### config.mk
export PLATFORM = sky130hd
export DESIGN_NAME = cw_datapath
export DESIGN_NICKNAME = d
export VERILOG_FILES = /design/src/rtl/cwdp_pkg.sv /design/src/rtl/cwdp_arith.sv /design/src/rtl/cwdp_logic.sv /design/src/rtl/cwdp_shifter.sv /design/src/rtl/cw_datapath.sv
export SDC_FILE = /design/constraint.sdc
export NUM_CORES = 2
export LEC_CHECK = 0
export ABC_CLOCK_PERIOD_IN_PS = 11100
export BUFFER_PORTS_ARGS = -buffer_cell sky130_fd_sc_hd__buf_2
export CORE_UTILIZATION = 55
export DETAILED_ROUTE_END_ITERATION = 8
export PLACE_DENSITY = 0.82
export SLEW_MARGIN = 20
export SYNTH_ARGS = -nofsm -noshare
export SYNTH_HDL_FRONTEND = slang
export SYNTH_SLANG_ARGS = --single-unit
### constraint.sdc
create_clock -name clk -period 11.1 [get_ports clk]
set_input_delay 1.665 -clock clk [delete_from_list [all_inputs] [get_ports clk]]
set_output_delay 1.665 -clock clk [all_outputs]
set_load 0.05 [all_outputs]
### src/rtl/cwdp_pkg.sv
package cwdp_pkg;
    localparam int unsigned DATA_W  = 32;
    localparam int unsigned REG_NUM = 32;
    localparam int unsigned IMM_W   = 16;

    typedef enum logic [1:0] {
        SHK_LOGICAL = 2'd0,
        SHK_ARITH   = 2'd1,
        SHK_ROTATE  = 2'd2,
        SHK_SPARE   = 2'd3
    } shift_kind_e;
endpackage

### src/rtl/cwdp_arith.sv
module cwdp_arith #(
    parameter int unsigned W = 32
) (
    input  logic [W-1:0] opa,
    input  logic [W-1:0] opb,
    input  logic         sub,
    output logic [W-1:0] sum
);
    logic [W-1:0] opb_eff;
    always_comb begin
        opb_eff = sub ? ~opb : opb;
        sum     = opa + opb_eff + {{(W-1){1'b0}}, sub};
    end
endmodule

### src/rtl/cwdp_logic.sv
module cwdp_logic #(
    parameter int unsigned W = 32
) (
    input  logic [W-1:0] opa,
    input  logic [W-1:0] opb,
    input  logic [3:0]   table_bits,
    output logic [W-1:0] res
);
    for (genvar k = 0; k < W; k++) begin : g_bit
        assign res[k] = table_bits[{opa[k], opb[k]}];
    end
endmodule

### src/rtl/cwdp_shifter.sv
module cwdp_shifter
    import cwdp_pkg::*;
#(
    parameter int unsigned W = 32
) (
    input  logic [W-1:0] data,
    input  logic [W-1:0] amount,
    input  shift_kind_e  kind,
    output logic [W-1:0] res
);
    localparam int unsigned STAGES = $clog2(W);

    logic         go_right;
    logic         is_rot;
    logic         is_arith;
    logic [W-1:0] magnitude;
    logic         over_range;
    logic [W-1:0] stg [STAGES+1];

    always_comb begin
        go_right   = amount[W-1];
        is_rot     = (kind == SHK_ROTATE);
        is_arith   = (kind == SHK_ARITH);
        magnitude  = go_right ? (~amount + {{(W-1){1'b0}}, 1'b1}) : amount;
        over_range = |magnitude[W-1:STAGES];
        stg[0]     = data;
    end

    for (genvar i = 0; i < STAGES; i++) begin : g_stage
        localparam int unsigned S = 1 << i;
        logic [W-1:0] moved;
        always_comb begin
            if (go_right) begin
                if (is_rot)
                    moved = {stg[i][S-1:0], stg[i][W-1:S]};
                else if (is_arith)
                    moved = {{S{stg[i][W-1]}}, stg[i][W-1:S]};
                else
                    moved = {{S{1'b0}}, stg[i][W-1:S]};
            end else begin
                if (is_rot)
                    moved = {stg[i][W-S-1:0], stg[i][W-1:W-S]};
                else
                    moved = {stg[i][W-S-1:0], {S{1'b0}}};
            end
            stg[i+1] = magnitude[i] ? moved : stg[i];
        end
    end

    always_comb begin
        if (!over_range || is_rot)
            res = stg[STAGES];
        else if (is_arith && go_right)
            res = {W{data[W-1]}};
        else
            res = '0;
    end
endmodule

### src/rtl/cw_datapath.sv
module cw_datapath
    import cwdp_pkg::*;
#(
    parameter int unsigned W  = DATA_W,
    parameter int unsigned N  = REG_NUM,
    parameter int unsigned IW = IMM_W,
    localparam int unsigned AW = $clog2(N)
) (
    input  logic          clk,
    input  logic          rst_n,
    input  logic [AW-1:0] src_x_addr,
    input  logic [AW-1:0] src_y_addr,
    input  logic [AW-1:0] dst_z_addr,
    input  logic          wr_en,
    input  logic          imm_sel,
    input  logic [IW-1:0] imm_value,
    input  logic          arith_en,
    input  logic          arith_sub,
    input  logic          logic_en,
    input  logic [3:0]    logic_tt,
    input  logic          shift_en,
    input  logic [1:0]    shift_kind,
    output logic [W-1:0]  result_bus
);
    logic [N-1:0][W-1:0] rf_d, rf_q;
    logic [W-1:0] x_opnd, y_opnd, imm_ext;
    logic [W-1:0] arith_out, logic_out, shift_out;

    always_comb begin
        imm_ext = {{(W-IW){imm_value[IW-1]}}, imm_value};
        x_opnd  = rf_q[src_x_addr];
        y_opnd  = imm_sel ? imm_ext : rf_q[src_y_addr];
    end

    cwdp_arith #(.W(W)) u_arith (
        .opa(x_opnd), .opb(y_opnd), .sub(arith_sub), .sum(arith_out)
    );

    cwdp_logic #(.W(W)) u_logic (
        .opa(x_opnd), .opb(y_opnd), .table_bits(logic_tt), .res(logic_out)
    );

    cwdp_shifter #(.W(W)) u_shift (
        .data(x_opnd), .amount(y_opnd), .kind(shift_kind_e'(shift_kind)), .res(shift_out)
    );

    always_comb begin
        result_bus = ({W{arith_en}} & arith_out)
                   | ({W{logic_en}} & logic_out)
                   | ({W{shift_en}} & shift_out);
        rf_d = rf_q;
        if (wr_en)
            rf_d[dst_z_addr] = result_bus;
    end

    always_ff @(posedge clk or negedge rst_n) begin
        if (!rst_n)
            rf_q <= '0;
        else
            rf_q <= rf_d;
    end
endmodule

=== Word level (Yosys, flattened, before mapping) ===
Cells that the tools add are included.
W data, S select, Z words.

* Register bits after elaboration: 1,024
* Output and inout port bits: 32
* Bits of input ports: 45

* Bitwise operators: 6
* Magnitude comparators: 36
* $add $sub $neg: 3
* Muxes and demuxes: 101
* Reductions and logical operators: 5
* Eq/ne operators: 2

{| class="wikitable"
|+ Operators by type and width
! operator !! count
|-
| $bwmux W1024 || 1
|-
| $mux W32 || 28
|-
| $bmux W32 S5 || 2
|-
| $demux W32 S5 || 1
|-
| $and A32 B32 Y32 || 3
|-
| $lt A2 B3 Y1 const B || 32
|-
| $bmux W1 S2 || 32
|-
| $or A32 B32 Y32 || 2
|-
| $mux W1 || 33
|-
| $add A32 B1 Y32 || 1
|-
| $add A32 B1 Y32 const B || 1
|-
| $add A32 B32 Y32 || 1
|-
| $not A32 Y32 || 1
|-
| $reduce_or A27 Y1 || 1
|-
| $lt A5 B6 Y1 const B || 3
|-
| $mux W16 || 1
|-
| $mux W8 || 1
|-
| $ge A5 B1 Y1 const B || 1
|-
| $mux W4 || 1
|-
| $eq A2 B1 Y1 const B || 1
|-
| $eq A2 B2 Y1 const B || 1
|-
| $logic_and A1 B1 Y1 || 2
|-
| $mux W2 || 1
|-
| $logic_not A1 Y1 || 1
|-
| $logic_or A1 B1 Y1 || 1
|}

=== Logic depth before layout (Yosys ltp) ===
* Depth after elaboration: 27
* Gate-level depth with buffers: 31

=== Hierarchy ===
A second synthesis with hierarchy kept.

* Cell total of the unflattened synthesis: 6,104
* Area total of the unflattened synthesis: 61,785.5 um^2

{| class="wikitable"
|+ By module, submodules not included
! module !! instances !! sequential area each (um^2) !! cells an instance !! area an instance (um^2)
|-
| cw_datapath || 1 || 25,624.6 || 4,895 || 53,229.8
|-
| cwdp_shifter || 1 || 0.0 || 863 || 5,569.1
|-
| cwdp_arith || 1 || 0.0 || 302 || 2,205.9
|-
| cwdp_logic || 1 || 0.0 || 44 || 780.7
|}

=== Worst setup path after synthesis ===
OpenSTA, ideal clock, no wires.

* Kind: input -> output
* Start point: input port src_x_addr[1]
* End point: output port result_bus[30]
* Data arrival time: 7.999 ns
* Data required time: 9.435 ns
* Slack: 1.436 ns
* Path buffers: 5
* Stages on the path: 25
* Cell sequence: buf_2 -> buf_1 -> clkbuf_1 -> mux4_2 -> o22a_1 -> nor2b_1 -> clkbuf_1 -> nand2_1 -> nand2b_1 -> fa_1 -> a21o_1 -> a21o_1 -> a2111oi_0 -> o31ai_1 -> a21o_1 -> a21o_1 -> a311oi_1 -> o211ai_1 -> nand2_1 -> o21ai_0 -> a2111oi_0 -> a31oi_1 -> o311a_1 -> buf_2 -> inv_1

* Longest elaborated chain between the ends: 25

{| class="wikitable"
|+ Ends and longest elaborated chain
! item !! line !! text
|-
| start: declaration || cw_datapath.sv:11 || <nowiki>input logic [AW-1:0] src_x_addr,</nowiki>
|-
| $bmux W32 S5 * || cw_datapath.sv:31 || <nowiki>x_opnd = rf_q[src_x_addr];</nowiki>
|-
| $mux W32 (implied by the code) * || cw_datapath.sv:31 ||
|-
| $mux W32 || cwdp_shifter.sv:36 || <nowiki>else if (is_arith)</nowiki>
|-
| $mux W32 || cwdp_shifter.sv:34 || <nowiki>if (is_rot)</nowiki>
|-
| $mux W32 || cwdp_shifter.sv:33 || <nowiki>if (go_right) begin</nowiki>
|-
| $mux W32 || cwdp_shifter.sv:46 || <nowiki>stg[i+1] = magnitude[i] ? moved : stg[i];</nowiki>
|-
| $mux W32 || cwdp_shifter.sv:36 ||
|-
| $mux W32 || cwdp_shifter.sv:34 ||
|-
| [... 9 more ...] || -- ||
|-
| $mux W32 || cwdp_shifter.sv:46 ||
|-
| $mux W32 || cwdp_shifter.sv:36 ||
|-
| $mux W32 || cwdp_shifter.sv:34 ||
|-
| $mux W32 || cwdp_shifter.sv:33 ||
|-
| $mux W32 || cwdp_shifter.sv:46 ||
|-
| $mux W32 || cwdp_shifter.sv:51 || <nowiki>if (!over_range || is_rot)</nowiki>
|-
| $and A32 B32 Y32 || cw_datapath.sv:50 || <nowiki>| ({W{shift_en}} & shift_out);</nowiki>
|-
| $or A32 B32 Y32 * || cw_datapath.sv:50 ||
|-
| end: declaration || cw_datapath.sv:23 || <nowiki>output logic [W-1:0] result_bus</nowiki>
|}

Mark *: on every way between the ends. The rest lies on a longest branch, timed or not. The select of a mux whose other input is x is not followed.

=== Worst setup path in the final report ===
* Start point: input port src_y_addr[0]
* End point: output port result_bus[27]

* Longest elaborated chain between the ends: 26

{| class="wikitable"
|+ Ends and longest elaborated chain
! item !! line !! text
|-
| start: declaration || cw_datapath.sv:12 || <nowiki>input logic [AW-1:0] src_y_addr,</nowiki>
|-
| $bmux W32 S5 * || cw_datapath.sv:32 || <nowiki>y_opnd = imm_sel ? imm_ext : rf_q[src_y_addr];</nowiki>
|-
| $mux W32 (implied by the code) * || cw_datapath.sv:32 ||
|-
| $mux W32 * || cw_datapath.sv:32 ||
|-
| $not A32 Y32 || cwdp_arith.sv:11, cwdp_shifter.sv:24 ||
|-
| $add A32 B1 Y32 || cwdp_shifter.sv:24 || <nowiki>magnitude = go_right ? (~amount + {{(W-1){1'b0}}, 1'b1}) : amount;</nowiki>
|-
| $mux W32 || cwdp_shifter.sv:24 ||
|-
| $mux W32 || cwdp_shifter.sv:46 ||
|-
| $mux W32 || cwdp_shifter.sv:36 ||
|-
| [... 10 more ...] || -- ||
|-
| $mux W32 || cwdp_shifter.sv:46 ||
|-
| $mux W32 || cwdp_shifter.sv:36 ||
|-
| $mux W32 || cwdp_shifter.sv:34 ||
|-
| $mux W32 || cwdp_shifter.sv:33 ||
|-
| $mux W32 || cwdp_shifter.sv:46 ||
|-
| $mux W32 || cwdp_shifter.sv:51 ||
|-
| $and A32 B32 Y32 || cw_datapath.sv:50 ||
|-
| $or A32 B32 Y32 * || cw_datapath.sv:50 ||
|}

Marks and branches as above.

==> impl_metrics.py <==
metrics = {
    "critical_path": {
        "worst_path_max_delay_cell": "o31ai_4",
        "max_stage_delay_ns": 0.76,
        "crit_end": "result_bus[27]",
        "reg2reg_setup_slack_ns": 4.45,
        "worstSetupStartpointType": "primary input",
        "r2r_start": "rf_q[481]",
        "r2r_cells": 21,
        "cp_cell_sequence": "buf_8 -> buf_12 -> mux2i_1 -> a22oi_1 -> nand2_1 -> o22ai_1 -> o31ai_4 -> nand3_1 -> nor4_2 -> a21oi_1 -> or3b_1 -> a2111oi_0 -> and4_1 -> buf_4 -> o21a_1 -> buf_4 -> o211ai_1 -> nand2_1 -> buf_2",
        "critical_path_arrival_ns": 8.81,
        "path_class": "primary input to primary output",
        "cp-startpoint": "src_y_addr[0]",
        "worstSetupEndpointType": "primary output",
        "crit_fanout": 128,
        "worstReg2RegEnd": "rf_q[840]",
        "required_ns": 9.44,
    },
    "timing": {
        "drv_slew": 0,
        "grt_setup_unrepaired": "no",
        "worstMarginPinSlew_ns": 1.25,
        "fin_skew_ns": 0.0434,
        "slew-limit-headroom": 0.142,
        "setup_viol": 0,
        "fmax_ghz": 0.0954,
        "final.period_utilization": 0.944,
        "tns_ns": 0,
        "finalWorstSetupSlack_ns": 0.621,
        "hold_viol_final": 0,
        "period_minus_slack_ns": 10.48,
    },
    "yosys": {
        "yosysSeqAreaShare": 0.403,
        "yosys.area.top_type": "dfrtp_1",
        "async_reset_ff_frac": 1.00,
        "synth_edf_count": 0,
        "synthFlopType": "dfrtp_1",
        "netlist_area_sq_um": 63700,
        "yosysMostFrequentCell": "dfrtp_1",
        "synth_area_leaders": "dfrtp_1 40%, mux4_2 13%, mux2_2 11%",
        "syn_area_per_cell_sq_um": 11.1,
        "synth_cell_type_count": 99,
        "synth_nets": 5806,
        "ys_warn_count": 0,
        "ys_ff_latch": 1024,
        "yosys-top-cells-count": "1024 x dfrtp_1, 622 x mux2_2, 503 x mux2i_1",
        "yosysTopAreaCellShare": 0.403,
        "syn_inst": 5729,
    },
    "grt": {
        "first_global_vias": 53700,
        "grt_overflow_total": 0,
        "antenna_found_initial": 15,
        "grt_pass1_wl_um": 359000,
        "grt_max_degree": 189,
        "grt_use_total": 0.416,
    },
    "pwr": {
        "switching_power_mw": 6.97,
        "vdd_drop_max_mv": 0.203,
        "p_comb_frac": 0.420,
        "design_power_total_mw": 17.4,
        "p_seq_frac": 0.363,
        "powerDensity_nw_per_um2": 249,
        "p_int_mw": 10.4,
        "switching_share": 0.401,
        "pwr-share-clk": 0.217,
        "p_leak_nw": 29.8,
    },
    "final_layout": {
        "postLayoutCellArea_sq_um": 69700,
        "nets": 5656,
        "largest_register_ffs": 1024,
        "largest_register": "rf_q",
        "drive_gt1_frac": 0.284,
        "layout-area-overhead-vs-synth_pct": 9.53,
        "largestRegisters": "rf_q (1024)",
        "num-fill-cells": 8716,
    },
    "floorplan": {
        "fp.dieW_um": 342,
        "ios": 77,
        "die_area_sq_um": 117000,
        "start_util": 0.556,
        "die_h_um": 342,
        "core-area_sq_um": 115000,
        "rows": 124,
    },
    "placement": {
        "portBuffers": 76,
        "place.gp.congestion": 1.06,
        "post-place-ws_ns": 0.991,
        "placed_cell_area_sq_um": 66100,
        "post-dp-hpwl_um": 159000,
    },
    "clock_tree": {
        "cts_root_buf": "clkbuf_16",
        "clkLatencyLatePin_ns": 0.75,
        "path_clk_slew_ns": 0.06,
        "tritoncts": "built",
        "cts_buffer_depth": 3,
        "cts_resized": 0,
        "cts_sinks": 1024,
        "hold_buffers": 0,
        "cts_setup_buffers": 0,
        "cts_buffers": 101,
        "cts.htree.levels": 3,
    },
    "routing": {
        "dr_total_vias": 54000,
        "routed_wl_um": 245000,
        "drtIter0Drc": 8035,
        "drtPass1Iterations": 9,
        "wl_per_cell_um": 34.2,
        "antenna_left": 0,
        "vias_per_cell": 7.53,
        "drc": 12,
    },
    "run": {
        "maxCapViolations": 0,
    },
    "min_path": {
        "hold_path_class": "flip-flop to flip-flop",
    },
    "run_status": {
        "violations": "DRC",
        "status": "complete, but fails checks",
    },
}
per-layer routing:
layer	vias to the layer above	part of all wire	track usage
li1	21300	-	-
met1	26900	0.34	0.515
met2	4480	0.43	0.601
met3	1288	0.14	0.154
met4	16	0.083	0.293
met5	-	0.00061	0
worst max-delay path: cells and delay by family:
kind | cells | cell delay [ns]
AOI/OAI and AO/OA | 7 | 2.30
buffers and inverters | 5 | 2.26
muxes | 1 | 0.35
and+or+nand+nor | 6 | 1.99
metrics by stage:
step / utilization / instances / hold slack (ns)
6_report: 0.609 / 7178 / 0.502
2_1_floorplan: - / 5729 / 0.461
4_1_cts: 0.608 / 7173 / 0.506
5_1_grt: 0.609 / 7174 / 0.534
3_3_place_gp: 0.577 / 6987 / 0.480
3_5_place_dp: 0.577 / 6987 / 0.492
power by group through the flow:
stage / Combinational (mW) / Sequential [mW] / Clock [mW]
floorplan: 4.96 / 5.83 / 0
global placement: 6.86 / 6.13 / 0
detailed placement: 7.01 / 6.26 / 0
CTS: 7.08 / 6.22 / 3.76
global route: 7.65 / 6.42 / 3.91
finish: 7.29 / 6.31 / 3.78
worst min path at each step:
stage	from	endpoint	cells past startpoint
floorplan	rf_q[189]	rf_q[189]	2
global placement	rf_q[557]	rf_q[557]	2
detailed placement	rf_q[335]	rf_q[335]	2
CTS	rf_q[335]	rf_q[335]	2
global route	rf_q[164]	rf_q[164]	2
finish	rf_q[335]	rf_q[335]	2
kinds of logic (layout without fill, tap and decap cells):
logic type | count (synthesis) | count (layout) | synth area share
other | 0 | 4 | 0
AO/OA/AOI/OAI | 1365 | 1365 | 0.142
flip-flops | 1024 | 1024 | 0.403
multiplexers | 1498 | 1498 | 0.321
adder cells (fa/ha/maj) | 32 | 32 | 0.00641
AND/OR/NAND/NOR | 1124 | 1124 | 0.0773
buffers and inverters | 619 | 552 | 0.0413
XOR/XNOR | 67 | 67 | 0.00922
cell type report:
cell class,instances,area [sq um],share of cell area
timing repair buffer,306,2430,0.0349
antenna,4,10.0,0.000144
tap,1512,1890,0.0271
clock buffer,140,2860,0.0411
multi-input combinational,4086,35900,0.515
clock inverter,46,733,0.0105
inverter,60,228,0.00327
sequential,1024,25600,0.368
cell usage in the layout (no fill, tap or decap), types with 16 or more instances in the layout:
| cell type | instances |
|---|---|
| a211oi_1 | 49 |
| a21o_1 | 27 |
| a21oi_1 | 407 |
| a221oi_1 | 24 |
| a22o_1 | 29 |
| a22oi_1 | 191 |
| a31oi_1 | 88 |
| and2_1 | 17 |
| buf_12 | 19 |
| buf_2 | 66 |
| buf_4 | 213 |
| bufinv_16 | 16 |
| clkbuf_1 | 20 |
| clkbuf_16 | 101 |
| clkbuf_8 | 19 |
| dfrtp_1 | 1024 |
| ha_1 | 31 |
| inv_1 | 55 |
| mux2_2 | 622 |
| mux2i_1 | 502 |
| mux4_2 | 372 |
| nand2_1 | 359 |
| nand2b_1 | 27 |
| nand3_1 | 96 |
| nor2_1 | 439 |
| nor2_4 | 34 |
| nor3_1 | 24 |
| o211ai_1 | 48 |
| o21ai_0 | 156 |
| o21ai_1 | 49 |
| o21ai_2 | 17 |
| o221ai_1 | 19 |
| o22ai_1 | 43 |
| xnor2_1 | 36 |
| xor2_1 | 27 |
Note: power is estimated with default switching activity, not from simulation.
